==> config.mk <==
export PLATFORM = sky130hd
export DESIGN_NAME = lsb_spi_master
export DESIGN_NICKNAME = d
export VERILOG_FILES = /design/src/rtl/lsb_spi_pkg.sv /design/src/rtl/lsb_spi_halftick.sv /design/src/rtl/lsb_spi_txshift.sv /design/src/rtl/lsb_spi_rxcap.sv /design/src/rtl/lsb_spi_ctrl.sv /design/src/rtl/lsb_spi_master.sv
export SDC_FILE = /design/constraint.sdc
export NUM_CORES = 1
export LEC_CHECK = 0
export BUFFER_PORTS_ARGS = -buffer_cell sky130_fd_sc_hd__buf_4
export CAP_MARGIN = 20
export CORE_UTILIZATION = 35
export CTS_BUF_LIST = sky130_fd_sc_hd__clkbuf_8
export CTS_CLUSTER_SIZE = 8
export DETAILED_ROUTE_END_ITERATION = 8
export SYNTH_ARGS = -nofsm -noshare
export SYNTH_HDL_FRONTEND = slang
export SYNTH_SLANG_ARGS = --single-unit
==> constraint.sdc <==
create_clock -name clk -period 1.8 [get_ports clk]
set_clock_uncertainty 0.1 [all_clocks]
set_input_delay 0.36 -clock clk [delete_from_list [all_inputs] [get_ports clk]]
set_output_delay 0.36 -clock clk [all_outputs]
set_load 0.01 [all_outputs]
==> src/rtl/lsb_spi_pkg.sv <==
package lsb_spi_pkg;

  // Transaction phases of the serial master.
  typedef enum logic [1:0] {
    ST_IDLE  = 2'd0,  // chip select high, waiting for a request
    ST_LEAD  = 2'd1,  // chip select low, setup before the first rising edge
    ST_SHIFT = 2'd2,  // serial clock toggling
    ST_TRAIL = 2'd3   // hold after the last falling edge
  } spi_state_e;

endpackage

==> src/rtl/lsb_spi_halftick.sv <==
module lsb_spi_halftick #(
  parameter int HALF = 2
) (
  input  logic clk,
  input  logic rst_n,
  input  logic run_i,
  output logic tick_o
);

  generate
    if (HALF <= 1) begin : g_every
      assign tick_o = run_i;
    end else begin : g_count
      localparam int CW = $clog2(HALF);
      localparam logic [CW-1:0] LAST = CW'(HALF - 1);

      logic [CW-1:0] cnt_q, cnt_d;
      logic          cnt_en;

      assign tick_o = run_i && (cnt_q == LAST);

      always_comb begin
        cnt_en = 1'b1;
        if (!run_i || tick_o) cnt_d = '0;
        else                  cnt_d = cnt_q + 1'b1;
      end

      always_ff @(posedge clk or negedge rst_n) begin
        if (!rst_n)      cnt_q <= '0;
        else if (cnt_en) cnt_q <= cnt_d;
      end
    end
  endgenerate

endmodule

==> src/rtl/lsb_spi_txshift.sv <==
module lsb_spi_txshift #(
  parameter int ADDR_W = 14,
  parameter int DATA_W = 8
) (
  input  logic              clk,
  input  logic              rst_n,
  input  logic              load_i,
  input  logic              shift_i,
  input  logic              rd_i,
  input  logic [ADDR_W-1:0] addr_i,
  input  logic [DATA_W-1:0] wdata_i,
  output logic              mosi_o
);

  localparam int FRAME_BITS = ADDR_W + 2 + DATA_W;

  logic [FRAME_BITS-1:0] frame;
  logic [FRAME_BITS-1:0] sr_q, sr_d;
  logic                  sr_en;
  logic [DATA_W-1:0]     payload;

  // Bit 0 of the frame leaves first: flag, address low to high, pad, data.
  assign payload = rd_i ? '0 : wdata_i;
  assign frame   = {payload, 1'b0, addr_i, rd_i};

  always_comb begin
    sr_en = load_i || shift_i;
    if (load_i) sr_d = frame;
    else        sr_d = {1'b0, sr_q[FRAME_BITS-1:1]};
  end

  always_ff @(posedge clk or negedge rst_n) begin
    if (!rst_n)     sr_q <= '0;
    else if (sr_en) sr_q <= sr_d;
  end

  assign mosi_o = sr_q[0];

endmodule

==> src/rtl/lsb_spi_rxcap.sv <==
module lsb_spi_rxcap #(
  parameter int DATA_W = 8
) (
  input  logic              clk,
  input  logic              rst_n,
  input  logic              sample_i,
  input  logic              commit_i,
  input  logic              miso_i,
  output logic [DATA_W-1:0] rdata_o
);

  logic [DATA_W-1:0] sr_q, sr_d;
  logic [DATA_W-1:0] out_q;

  // Bits arrive low first; shifting in at the top leaves bit 0 at the bottom.
  always_comb begin
    if (DATA_W > 1) sr_d = {miso_i, sr_q[DATA_W-1:1]};
    else            sr_d = miso_i;
  end

  always_ff @(posedge clk or negedge rst_n) begin
    if (!rst_n)        sr_q <= '0;
    else if (sample_i) sr_q <= sr_d;
  end

  always_ff @(posedge clk or negedge rst_n) begin
    if (!rst_n)        out_q <= '0;
    else if (commit_i) out_q <= sr_q;
  end

  assign rdata_o = out_q;

endmodule

==> src/rtl/lsb_spi_ctrl.sv <==
module lsb_spi_ctrl
  import lsb_spi_pkg::*;
#(
  parameter int FRAME_BITS = 24,
  parameter int HDR_BITS   = 16
) (
  input  logic clk,
  input  logic rst_n,
  input  logic req_i,
  input  logic rd_i,
  input  logic tick_i,
  output logic busy_o,
  output logic done_o,
  output logic sclk_o,
  output logic csn_o,
  output logic load_o,
  output logic shift_o,
  output logic sample_o,
  output logic commit_o
);

  localparam int BW = $clog2(FRAME_BITS);
  localparam logic [BW-1:0] LAST_IDX = BW'(FRAME_BITS - 1);
  localparam logic [BW-1:0] DATA_IDX = BW'(HDR_BITS);

  spi_state_e    state_q, state_d;
  logic          sclk_q, sclk_d;
  logic          csn_q, csn_d;
  logic          done_q, done_d;
  logic          rd_q, rd_d;
  logic [BW-1:0] bit_q, bit_d;
  logic          rise;

  always_comb begin
    state_d  = state_q;
    sclk_d   = sclk_q;
    csn_d    = csn_q;
    done_d   = 1'b0;
    rd_d     = rd_q;
    bit_d    = bit_q;
    load_o   = 1'b0;
    shift_o  = 1'b0;
    commit_o = 1'b0;
    rise     = 1'b0;
    case (state_q)
      ST_IDLE: begin
        if (req_i) begin
          state_d = ST_LEAD;
          csn_d   = 1'b0;
          rd_d    = rd_i;
          bit_d   = '0;
          load_o  = 1'b1;
        end
      end
      ST_LEAD: begin
        if (tick_i) begin
          state_d = ST_SHIFT;
          sclk_d  = 1'b1;
          rise    = 1'b1;
        end
      end
      ST_SHIFT: begin
        if (tick_i) begin
          if (!sclk_q) begin
            sclk_d = 1'b1;
            rise   = 1'b1;
          end else begin
            sclk_d = 1'b0;
            if (bit_q == LAST_IDX) begin
              state_d = ST_TRAIL;
            end else begin
              bit_d   = bit_q + 1'b1;
              shift_o = 1'b1;
            end
          end
        end
      end
      ST_TRAIL: begin
        if (tick_i) begin
          state_d  = ST_IDLE;
          csn_d    = 1'b1;
          done_d   = 1'b1;
          commit_o = rd_q;
        end
      end
      default: state_d = ST_IDLE;
    endcase
  end

  assign sample_o = rise && rd_q && (bit_q >= DATA_IDX);

  always_ff @(posedge clk or negedge rst_n) begin
    if (!rst_n) begin
      state_q <= ST_IDLE;
      sclk_q  <= 1'b0;
      csn_q   <= 1'b1;
      done_q  <= 1'b0;
      rd_q    <= 1'b0;
      bit_q   <= '0;
    end else begin
      state_q <= state_d;
      sclk_q  <= sclk_d;
      csn_q   <= csn_d;
      done_q  <= done_d;
      rd_q    <= rd_d;
      bit_q   <= bit_d;
    end
  end

  assign busy_o = (state_q != ST_IDLE);
  assign done_o = done_q;
  assign sclk_o = sclk_q;
  assign csn_o  = csn_q;

endmodule

==> src/rtl/lsb_spi_master.sv <==
module lsb_spi_master #(
  parameter int ADDR_W  = 14,
  parameter int DATA_W  = 8,
  parameter int CLK_DIV = 4
) (
  input  logic              clk,
  input  logic              rst_n,
  input  logic              req_i,
  input  logic              rd_i,
  input  logic [ADDR_W-1:0] addr_i,
  input  logic [DATA_W-1:0] wdata_i,
  output logic              busy_o,
  output logic              done_o,
  output logic [DATA_W-1:0] rdata_o,
  output logic              sclk_o,
  output logic              csn_o,
  output logic              mosi_o,
  input  logic              miso_i
);

  localparam int HALF       = (CLK_DIV < 2) ? 1 : CLK_DIV / 2;
  localparam int HDR_BITS   = ADDR_W + 2;
  localparam int FRAME_BITS = HDR_BITS + DATA_W;

  logic tick, load, shift, sample, commit, busy;

  lsb_spi_halftick #(.HALF(HALF)) u_tick (
    .clk    (clk),
    .rst_n  (rst_n),
    .run_i  (busy),
    .tick_o (tick)
  );

  lsb_spi_ctrl #(.FRAME_BITS(FRAME_BITS), .HDR_BITS(HDR_BITS)) u_ctrl (
    .clk      (clk),
    .rst_n    (rst_n),
    .req_i    (req_i),
    .rd_i     (rd_i),
    .tick_i   (tick),
    .busy_o   (busy),
    .done_o   (done_o),
    .sclk_o   (sclk_o),
    .csn_o    (csn_o),
    .load_o   (load),
    .shift_o  (shift),
    .sample_o (sample),
    .commit_o (commit)
  );

  lsb_spi_txshift #(.ADDR_W(ADDR_W), .DATA_W(DATA_W)) u_tx (
    .clk     (clk),
    .rst_n   (rst_n),
    .load_i  (load),
    .shift_i (shift),
    .rd_i    (rd_i),
    .addr_i  (addr_i),
    .wdata_i (wdata_i),
    .mosi_o  (mosi_o)
  );

  lsb_spi_rxcap #(.DATA_W(DATA_W)) u_rx (
    .clk      (clk),
    .rst_n    (rst_n),
    .sample_i (sample),
    .commit_i (commit),
    .miso_i   (miso_i),
    .rdata_o  (rdata_o)
  );

  assign busy_o = busy;

endmodule

## Word-level counts from Yosys, hierarchy flattened

Index checks and enable logic that the tools add are counted.
Widths: inputs -> output; s select.

| word-level totals | value |
|---|---|
| bits in registers | 52 |
| bits in latches | 0 |
| RAM bits | 0 |
| memory bits (read-only) | 0 |
| input bits | 27 |
| output and inout port bits | 13 |
| memories kept | 0 |

| cells by class | value |
|---|---|
| add/subtract/negate cells | 2 |
| multipliers | 0 |
| divide/modulo/power cells | 0 |
| magnitude comparators | 1 |
| equal/unequal tests | 11 |
| shift-type cells | 0 |
| multiplexer cells | 33 |
| bitwise logic cells | 0 |
| reductions and logical operators | 16 |

Operators with widths:

| cell | number |
|---|---|
| $mux 24 | 1 |
| $mux 5 | 4 |
| $mux 1 | 16 |
| $mux 2 | 6 |
| $ne 2x2->1 const B | 5 |
| $pmux 5 s2 | 1 |
| $mux 8 | 1 |
| $pmux 2 s4 | 1 |
| $reduce_bool 2->1 | 4 |
| $pmux 1 s2 | 3 |
| $reduce_and 3->1 | 2 |
| $reduce_and 6->1 | 1 |
| $add 5x1->5 const B | 1 |
| $eq 5x5->1 const B | 1 |
| $ge 5x5->1 const B | 1 |
| $reduce_and 5->1 | 1 |
| $eq 2x2->1 const B | 2 |
| $ne 2x1->1 const B | 2 |
| $logic_and 1x1->1 | 3 |
| $eq 2x1->1 const B | 1 |
| $logic_not 2->1 | 1 |
| $logic_or 1x1->1 | 2 |
| $reduce_and 2->1 | 1 |
| $add 1x1->1 const B | 1 |
| $logic_not 1->1 | 1 |

## Logic depth before layout (Yosys ltp)

Gate-level depths: netlist of run 1.

| logic depth | value |
|---|---|
| word-level depth | 6 |
| depth in mapped cells | 8 |

## By module

A second synthesis of run 1 with hierarchy kept.

| unflattened totals | value |
|---|---|
| cells, all modules | 211 |
| area total of the unflattened synthesis | 2539.9 um2 |

By module, submodules not included:

| module | instances | cells each | area each (um2) |
|---|---|---|---|
| lsb_spi_txshift | 1 | 98 | 1121.1 |
| lsb_spi_ctrl | 1 | 76 | 714.4 |
| lsb_spi_rxcap | 1 | 34 | 663.1 |
| lsb_spi_halftick | 1 | 3 | 41.3 |

## Least setup slack after synthesis of run 1

No wires, ideal clock.

| path | value |
|---|---|
| path type | register to register |
| start point | reg u_ctrl.state_q[0] |
| end point | reg u_ctrl.state_q[1] |
| library setup time | 0.125 ns |
| arrival time | 1.599 ns |
| data required time | 1.575 ns |
| path slack | -0.024 ns |
| stages on the path, launching flop included | 7 |
| buffers on the path | 0 |
| path through | dfrtp_1 > inv_1 > ha_1 > nor2b_1 > o2bb2ai_1 > nand3_2 > mux2_4 |

| between the ends | value |
|---|---|
| word-level cells in the longest chain between the ends | 4 |
| elaborated cells between the ends (all ways) | 14 |
| those cells by class | eq/ne: 9; mux: 1; reduce/logical: 4 |

Ends and longest elaborated chain:

| element | RTL line | RTL |
|---|---|---|
| from (decl) | lsb_spi_ctrl.sv:26 | `spi_state_e state_q, state_d;` |
| from (signal assigned) | lsb_spi_ctrl.sv:101 | `state_q <= state_d;` |
| $reduce_bool 2->1 | lsb_spi_ctrl.sv:110 | `assign busy_o = (state_q != ST_IDLE);` |
| $logic_and 1x1->1 | lsb_spi_halftick.sv:20 | `assign tick_o = run_i && (cnt_q == LAST);` |
| $ne 2x2->1 (no source line) | n/a |  |
| $reduce_and 6->1 (no source line) | n/a |  |

Parallel ways exist; a longest one is shown, timed or not.
A chain may end at the register's enable or synchronous reset.

## Final worst setup path of run 1

| path | value |
|---|---|
| start point | reg u_ctrl.state_q[1] |
| end point | reg u_ctrl.bit_q[4] |

| between the ends | value |
|---|---|
| word-level cells in the longest chain between the ends | 4 |
| elaborated cells between the ends (all ways) | 11 |
| those cells by class | eq/ne: 5; mux: 1; reduce/logical: 5 |

Ends and longest elaborated chain:

| element | RTL line | RTL |
|---|---|---|
| $reduce_bool 2->1 | lsb_spi_ctrl.sv:110 |  |
| $logic_and 1x1->1 | lsb_spi_halftick.sv:20 |  |
| $ne 2x2->1 (no source line) | n/a |  |
| $reduce_and 5->1 (no source line) | n/a |  |
| to (signal assigned) | lsb_spi_ctrl.sv:106 | `bit_q <= bit_d;` |
| to (decl) | lsb_spi_ctrl.sv:31 | `logic [BW-1:0] bit_q, bit_d;` |

Parallel ways exist; a longest one is shown, timed or not.

==> results of run 1 <==
==> final cells by class <==
type	instances	share of cell area
timing repair buffer	62	0.162
sequential	52	0.419
clock buffer	6	0.0266
multi-input combinational	139	0.351
tap	80	0.0322
inverter	5	0.00604
clock inverter	2	0.00363
==> path summary, 6_finish.rpt <==
path / from / endpoint / slack, ns / cells past startpoint
max: u_ctrl.state_q[1] / u_ctrl.bit_q[4] / 0.03 / 6
min: rst_n / u_tick.g_count.cnt_q / -0.03 / 1
max reg2reg: u_ctrl.state_q[1] / u_ctrl.bit_q[4] / 0.03 / 6
min reg2reg: u_ctrl.csn_o / u_ctrl.csn_o / 0.41 / 2
max in group asynchronous: rst_n / u_tx.sr_q[21] / 1.20 / 1
min in group clk: req_i / u_tx.sr_q[15] / 0.15 / 2
==> placed cells by master (no fill, tap or decap), types with 4 or more instances in the layout <==
cell type  netlist  layout
a221o_1          6       6
clkbuf_8         0       6
mux2_2          17      17
inv_1            5       4
nand3_1          5       5
a21oi_1         17      17
ha_1             6       4
nor2_1          23      23
nand2_1         16      16
dfrtp_1         51      51
mux2i_1         16      16
buf_4            0      58
==> state kept, by name (all words and copies together), names as in the netlist <==
name and flops:
u_tick.g_count.cnt_q 1, u_ctrl.state_q 2, u_rx.rdata_o 8, u_ctrl.done_o 1, u_rx.sr_q 8, u_tx.sr_q 24
u_ctrl.csn_o 1, u_ctrl.bit_q 5, u_ctrl.sclk_o 1, u_ctrl.rd_q 1
==> report_power, final <==
| part | switching [mW] | internal [mW] | leakage (nW) |
|---|---|---|---|
| clock | 0.375 | 0.307 | 0.0486 |
| combinational | 0.0321 | 0.0367 | 0.786 |
| sequential | 0.000744 | 1.17 | 0.670 |
==> layer usage <==
metal  routed length (um)  vias to the layer above
met4                   84                        0
met1                 2150                      830
li1                     -                      852
met5                    0                        -
met3                  132                        7
met2                 2260                       23
==> cells by family (layout without fill, tap and decap cells) <==
logic type / count (synthesis) / count (layout) / synth area share
simple gates: 60 / 60 / 0.136
buf+inv: 14 / 75 / 0.0365
compound gates: 39 / 39 / 0.111
mux: 34 / 34 / 0.151
flops: 52 / 52 / 0.535
fa+ha+maj: 6 / 6 / 0.0308
==> critical path, delay by kind of cell, from the launching register on <==
family / cells / cell delay, ns
fa+ha+maj: 1 / 0.18
buf+inv: 2 / 0.24
flops: 1 / 0.40
simple gates: 3 / 0.79
==> stage by stage <==
stage | TNS (ns) | cells | utilization | worst slack, ns | hold WS, ns
2_1_floorplan | -0.0716 | 205 | - | -0.0143 | -0.0356
3_3_place_gp | -0.354 | 334 | 0.432 | -0.0450 | 0.343
3_5_place_dp | -1.46 | 334 | 0.432 | -0.0931 | 0.343
4_1_cts | -0.0317 | 342 | 0.448 | -0.0194 | 0.00881
5_1_grt | -0.306 | 346 | 0.460 | -0.0377 | 0.0363
6_report | 0 | 346 | 0.460 | 0.0297 | -0.0261
==> what timing repair did <==
action,4_1_cts,5_1_grt
pin swaps,0,2
endpoints found under the setup margin,39,41
gates resized for setup,4,8
setup buffers,0,4
cloned,0,0
==> flow_metrics.env, run 1 <==
export IMPL_outcome="complete, but fails checks"
export IMPL_violations="negative hold slack"
export IMPL_syn_nets=238
export IMPL_maxCapViolations=0
export IMPL_max_slew_margin_rel=0.570
export IMPL_nets=298
export IMPL_multiInputGateArea_mm2=0.00109
export IMPL_postCtsHoldBufs=0
export IMPL_root_buffer="clkbuf_8"
export IMPL_use_met1=0.169
export IMPL_drc=0
export IMPL_finalPower_mw=1.92
export IMPL_placed_area_mm2=0.00292
export IMPL_grt_pass1_wl_mm=7.74
export IMPL_finalWirelength_mm=4.62
export IMPL_worst_path_max_fanout=6
export IMPL_clk_latency_ns=0.30
export IMPL_synth_area_leader_cell="dfrtp_1"
export IMPL_synth_area_mm2=0.00243
export IMPL_critical_path_cell_chain="inv_2 > ha_4 > nand4b_4 > buf_4 > or4b_1 > nand3_1"
export IMPL_grt_pass1_vias=1733
export IMPL_busiest_layer="met2"
export IMPL_cpPeakStageDelay_ns=0.50
export IMPL_drive_gt1_frac=0.383
export IMPL_ant_nets=0
export IMPL_start_kind="register"
export IMPL_crit_type="reg2reg"
export IMPL_die_width_um=85.4
export IMPL_whs_ns=-0.0261
export IMPL_antenna_cells=0
export IMPL_grt_use_met3=0.0302
export IMPL_fin_crit_sh=0.983
export IMPL_register_area_mm2=0.00130
export IMPL_antenna_found_initial=0
export IMPL_tightestPinTransition_ns=0.645
export IMPL_rsz0062_at_grt="yes"
export IMPL_yosysUniqueCellTypes=39
export IMPL_ir_worst_vdd_mv=0.377
export IMPL_first_pass_iters=4
export IMPL_n_fill_cell=641
export IMPL_fin_crit_ns=1.77
export IMPL_h_tree_depth=2
export IMPL_arrival_ns=1.91
export IMPL_synthToLayoutAreaGrowth_pct=27.6
export IMPL_power_density_mw_per_mm2=618
export IMPL_cts_buffers=5
export IMPL_clockBufferDepth=2
export IMPL_clkTransAtPathRegs_ns=0.09
export IMPL_setup_viol=0
export IMPL_cpMaxStageDelayCell="or4b_1"
export IMPL_initial_core_util=0.360
export IMPL_yosysTopAreaCellShare=0.524
export IMPL_vias=1712
export IMPL_async_reset_ff_frac=1.00
export IMPL_slew_violations=0
export IMPL_port_buffers=39
export IMPL_synthCells=205
export IMPL_hold_path_class="in2async"
export IMPL_ys_ff_latch=52
export IMPL_clock_fmax_ghz=0.565
export IMPL_final_cell_area_mm2=0.00311
export IMPL_leakagePower_nw=1.50
export IMPL_gp_congestion=0.792
export IMPL_fp_row_count=30
export IMPL_drt_vias_per_instance=4.95
export IMPL_cts_tree="yes"
export IMPL_ios=40
export IMPL_die_area_mm2=0.00729
export IMPL_critPathRequiredTime_ns=1.94
export IMPL_synth_common_cells="dfrtp_1 (51), nor2_1 (23), a21oi_1 (17), mux2_2 (17)"
export IMPL_hold_violations=51
export IMPL_synth_area_top_cells="dfrtp_1 (52%), mux2_2 (7.9%), mux2i_1 (6.6%), nor2_1 (3.5%), a21oi_1 (3.5%)"
export IMPL_yosysWarningCount=0
export IMPL_first_iter_violations=63
export IMPL_core_area_mm2=0.00676
export IMPL_synth_edf_count=0
export IMPL_grt_util_all_layers=0.136
export IMPL_dp_hpwl_mm=3.29
export IMPL_synth_most_common_cell="dfrtp_1"
export IMPL_seq_area_frac_synth=0.535
export IMPL_cts_sinks=52
export IMPL_overflow=0
export IMPL_synth_main_ff_cell="dfrtp_1"
export IMPL_gr_usage_met2=0.230
export IMPL_die_y_um=85.4
export IMPL_wl_per_cell_um=13.4
export IMPL_syn_avg_cell_area_um2=11.9
export IMPL_endpoint_kind="register"
export IMPL_grt_max_degree=53
Note: power is estimated with default switching activity, not from simulation.
==> run 2, diff against run 1 <==
--- a/config.mk
+++ b/config.mk
@@ -8,7 +8,6 @@
 export BUFFER_PORTS_ARGS = -buffer_cell sky130_fd_sc_hd__buf_4
 export CAP_MARGIN = 20
 export CORE_UTILIZATION = 35
-export CTS_BUF_LIST = sky130_fd_sc_hd__clkbuf_8
 export CTS_CLUSTER_SIZE = 8
 export DETAILED_ROUTE_END_ITERATION = 8
 export SYNTH_ARGS = -nofsm -noshare
==> run 2 against run 1 <==
- the flow still finishes with violations (negative hold slack)
- via count unchanged
- cell count unchanged
- non-clock buffer count unchanged
- maximum frequency about the same
- sequential power about the same
- hold slack unchanged
- critical path depth unchanged
- final area unchanged
- register-to-register slack about the same
- power up 0.27%
- largest cell class unchanged
- highest routed layer unchanged
==> flow_metrics.env, run 2 (same netlist as run 1, synthesis figures left out) <==
export IMPL_outcome="complete, but fails checks"
export IMPL_violations="negative hold slack"
export IMPL_finalPower_mw=1.93
export IMPL_ios=40
export IMPL_vias=1712
export IMPL_dp_hpwl_mm=3.29
export IMPL_clkTransAtPathRegs_ns=0.09
export IMPL_largest_reg_flops=24
export IMPL_drc=0
export IMPL_hold_path_class="in2async"
export IMPL_critical_path_endpoint="u_ctrl.bit_q[4]"
export IMPL_nets=298
export IMPL_slew_violations=0
export IMPL_fin_crit_ns=1.77
export IMPL_grt_pass1_vias=1733
export IMPL_cts_buffers=5
export IMPL_first_pass_iters=4
export IMPL_leakagePower_nw=1.50
export IMPL_final_common_cell="buf_4"
export IMPL_drt_vias_per_instance=4.95
export IMPL_grt_util_all_layers=0.136
export IMPL_ir_worst_vdd_mv=0.377
export IMPL_drive_gt1_frac=0.383
export IMPL_regMostFlops="u_tx.sr_q"
export IMPL_h_tree_depth=2
export IMPL_n_fill_cell=641
export IMPL_clockBufferDepth=2
export IMPL_antenna_found_initial=0
export IMPL_overflow=0
export IMPL_synthToLayoutAreaGrowth_pct=27.6
export IMPL_setup_viol=0
export IMPL_fin_crit_sh=0.984
export IMPL_root_buffer="clkbuf_8"
export IMPL_core_area_mm2=0.00676
export IMPL_hold_violations=51
export IMPL_crit_type="reg2reg"
export IMPL_arrival_ns=1.91
export IMPL_grt_pass1_wl_mm=7.74
export IMPL_cts_sinks=52
export IMPL_start_kind="register"
export IMPL_ant_nets=0
export IMPL_fp_row_count=30
export IMPL_postCtsHoldBufs=0
export IMPL_r2r_end="u_ctrl.bit_q[4]"
export IMPL_layout_common_cells="buf_4 (58), dfrtp_1 (51), nor2_1 (23)"
export IMPL_port_buffers=39
export IMPL_rsz0062_at_grt="yes"
export IMPL_finalWirelength_mm=4.62
export IMPL_tightestPinTransition_ns=0.645
export IMPL_wl_per_cell_um=13.4
export IMPL_maxCapViolations=0
export IMPL_max_slew_margin_rel=0.570
export IMPL_critPathLaunch="u_ctrl.state_q[1]"
export IMPL_gp_congestion=0.792
export IMPL_rr_startpoint="u_ctrl.state_q[1]"
export IMPL_reg2reg_slack_ns=0.03
export IMPL_endpoint_kind="register"
export IMPL_initial_core_util=0.360
export IMPL_first_iter_violations=63
export IMPL_reg2regPathDepth=6
export IMPL_critPathRequiredTime_ns=1.94
export IMPL_clk_latency_ns=0.30
export IMPL_cts_tree="yes"
export IMPL_die_width_um=85.4
export IMPL_antenna_cells=0
export IMPL_clock_fmax_ghz=0.565
export IMPL_die_y_um=85.4
export IMPL_worst_path_max_fanout=6
export IMPL_whs_ns=-0.0261
export IMPL_power_density_mw_per_mm2=620
export IMPL_grt_max_degree=53
export IMPL_die_area_mm2=0.00729
-- run 2: cell types whose count changed in the layout (fill, tap and decap cells not counted), sizes merged --
cell	before	now
clkbuf	6	7
inv	6	5
-- run 2: metal layers --
metal  vias up  wire (um)  track usage
li1        852          -            -
met1       830       2150        0.169
met2        23       2260        0.230
met3         7        132       0.0302
met4         0         84       0.0545
met5         -          0            0
-- run 2: worst min path at each step --
stage | from | endpoint | slack [ns] | depth (start not counted)
floorplan | rst_n | u_ctrl.bit_q[0] | -0.04 | 0
global placement | rst_n | u_ctrl.state_q[0] | 0.34 | 1
detailed placement | rst_n | u_ctrl.state_q[1] | 0.34 | 1
CTS | rst_n | u_tx.sr_q[15] | 0.009 | 1
global route | rst_n | u_tx.sr_q[15] | 0.04 | 1
finish | rst_n | u_tick.g_count.cnt_q | -0.03 | 1
-- run 2: final cells by class --
| class | count | area (um^2) | share of cell area |
|---|---|---|---|
| multi-input cells | 139 | 1090 | 0.351 |
| well taps | 80 | 100 | 0.0322 |
| clock inverters | 1 | 7.51 | 0.00242 |
| clock buffers | 7 | 86.3 | 0.0278 |
| flip-flops and latches | 52 | 1300 | 0.419 |
| inverters | 5 | 18.8 | 0.00604 |
| repair buffers | 62 | 502 | 0.162 |
-- run 2: critical path, stage by stage (launching register included) --
cell and delay (ns):
dfrtp_1 0.40, inv_2 0.07, ha_4 0.18, nand4b_4 0.20
buf_4 0.17, or4b_1 0.50, nand3_1 0.09
-- run 2: power breakdown --
group          total (mW)  switching (mW)  internal, mW
combinational      0.0688          0.0321        0.0367
clock               0.687           0.374         0.313
sequential           1.17        0.000744          1.17
-- run 2: through the flow --
step	TNS [ns]	util	setup slack, ns	cell area, um^2	std cells
floorplan	-0.0716	-	-0.0143	2440	205
global placement	-0.354	0.432	-0.0450	2920	334
detailed placement	-1.46	0.432	-0.0931	2920	334
CTS	-0.0317	0.448	-0.0194	3030	342
global route	-0.306	0.460	-0.0377	3110	346
finish	0	0.460	0.0294	3110	346
-- run 2: what timing repair did --
item | CTS | global route
setup buffers | 0 | 4
resized for setup | 4 | 8
setup endpoints to repair | 39 | 41
pin swaps | 0 | 2
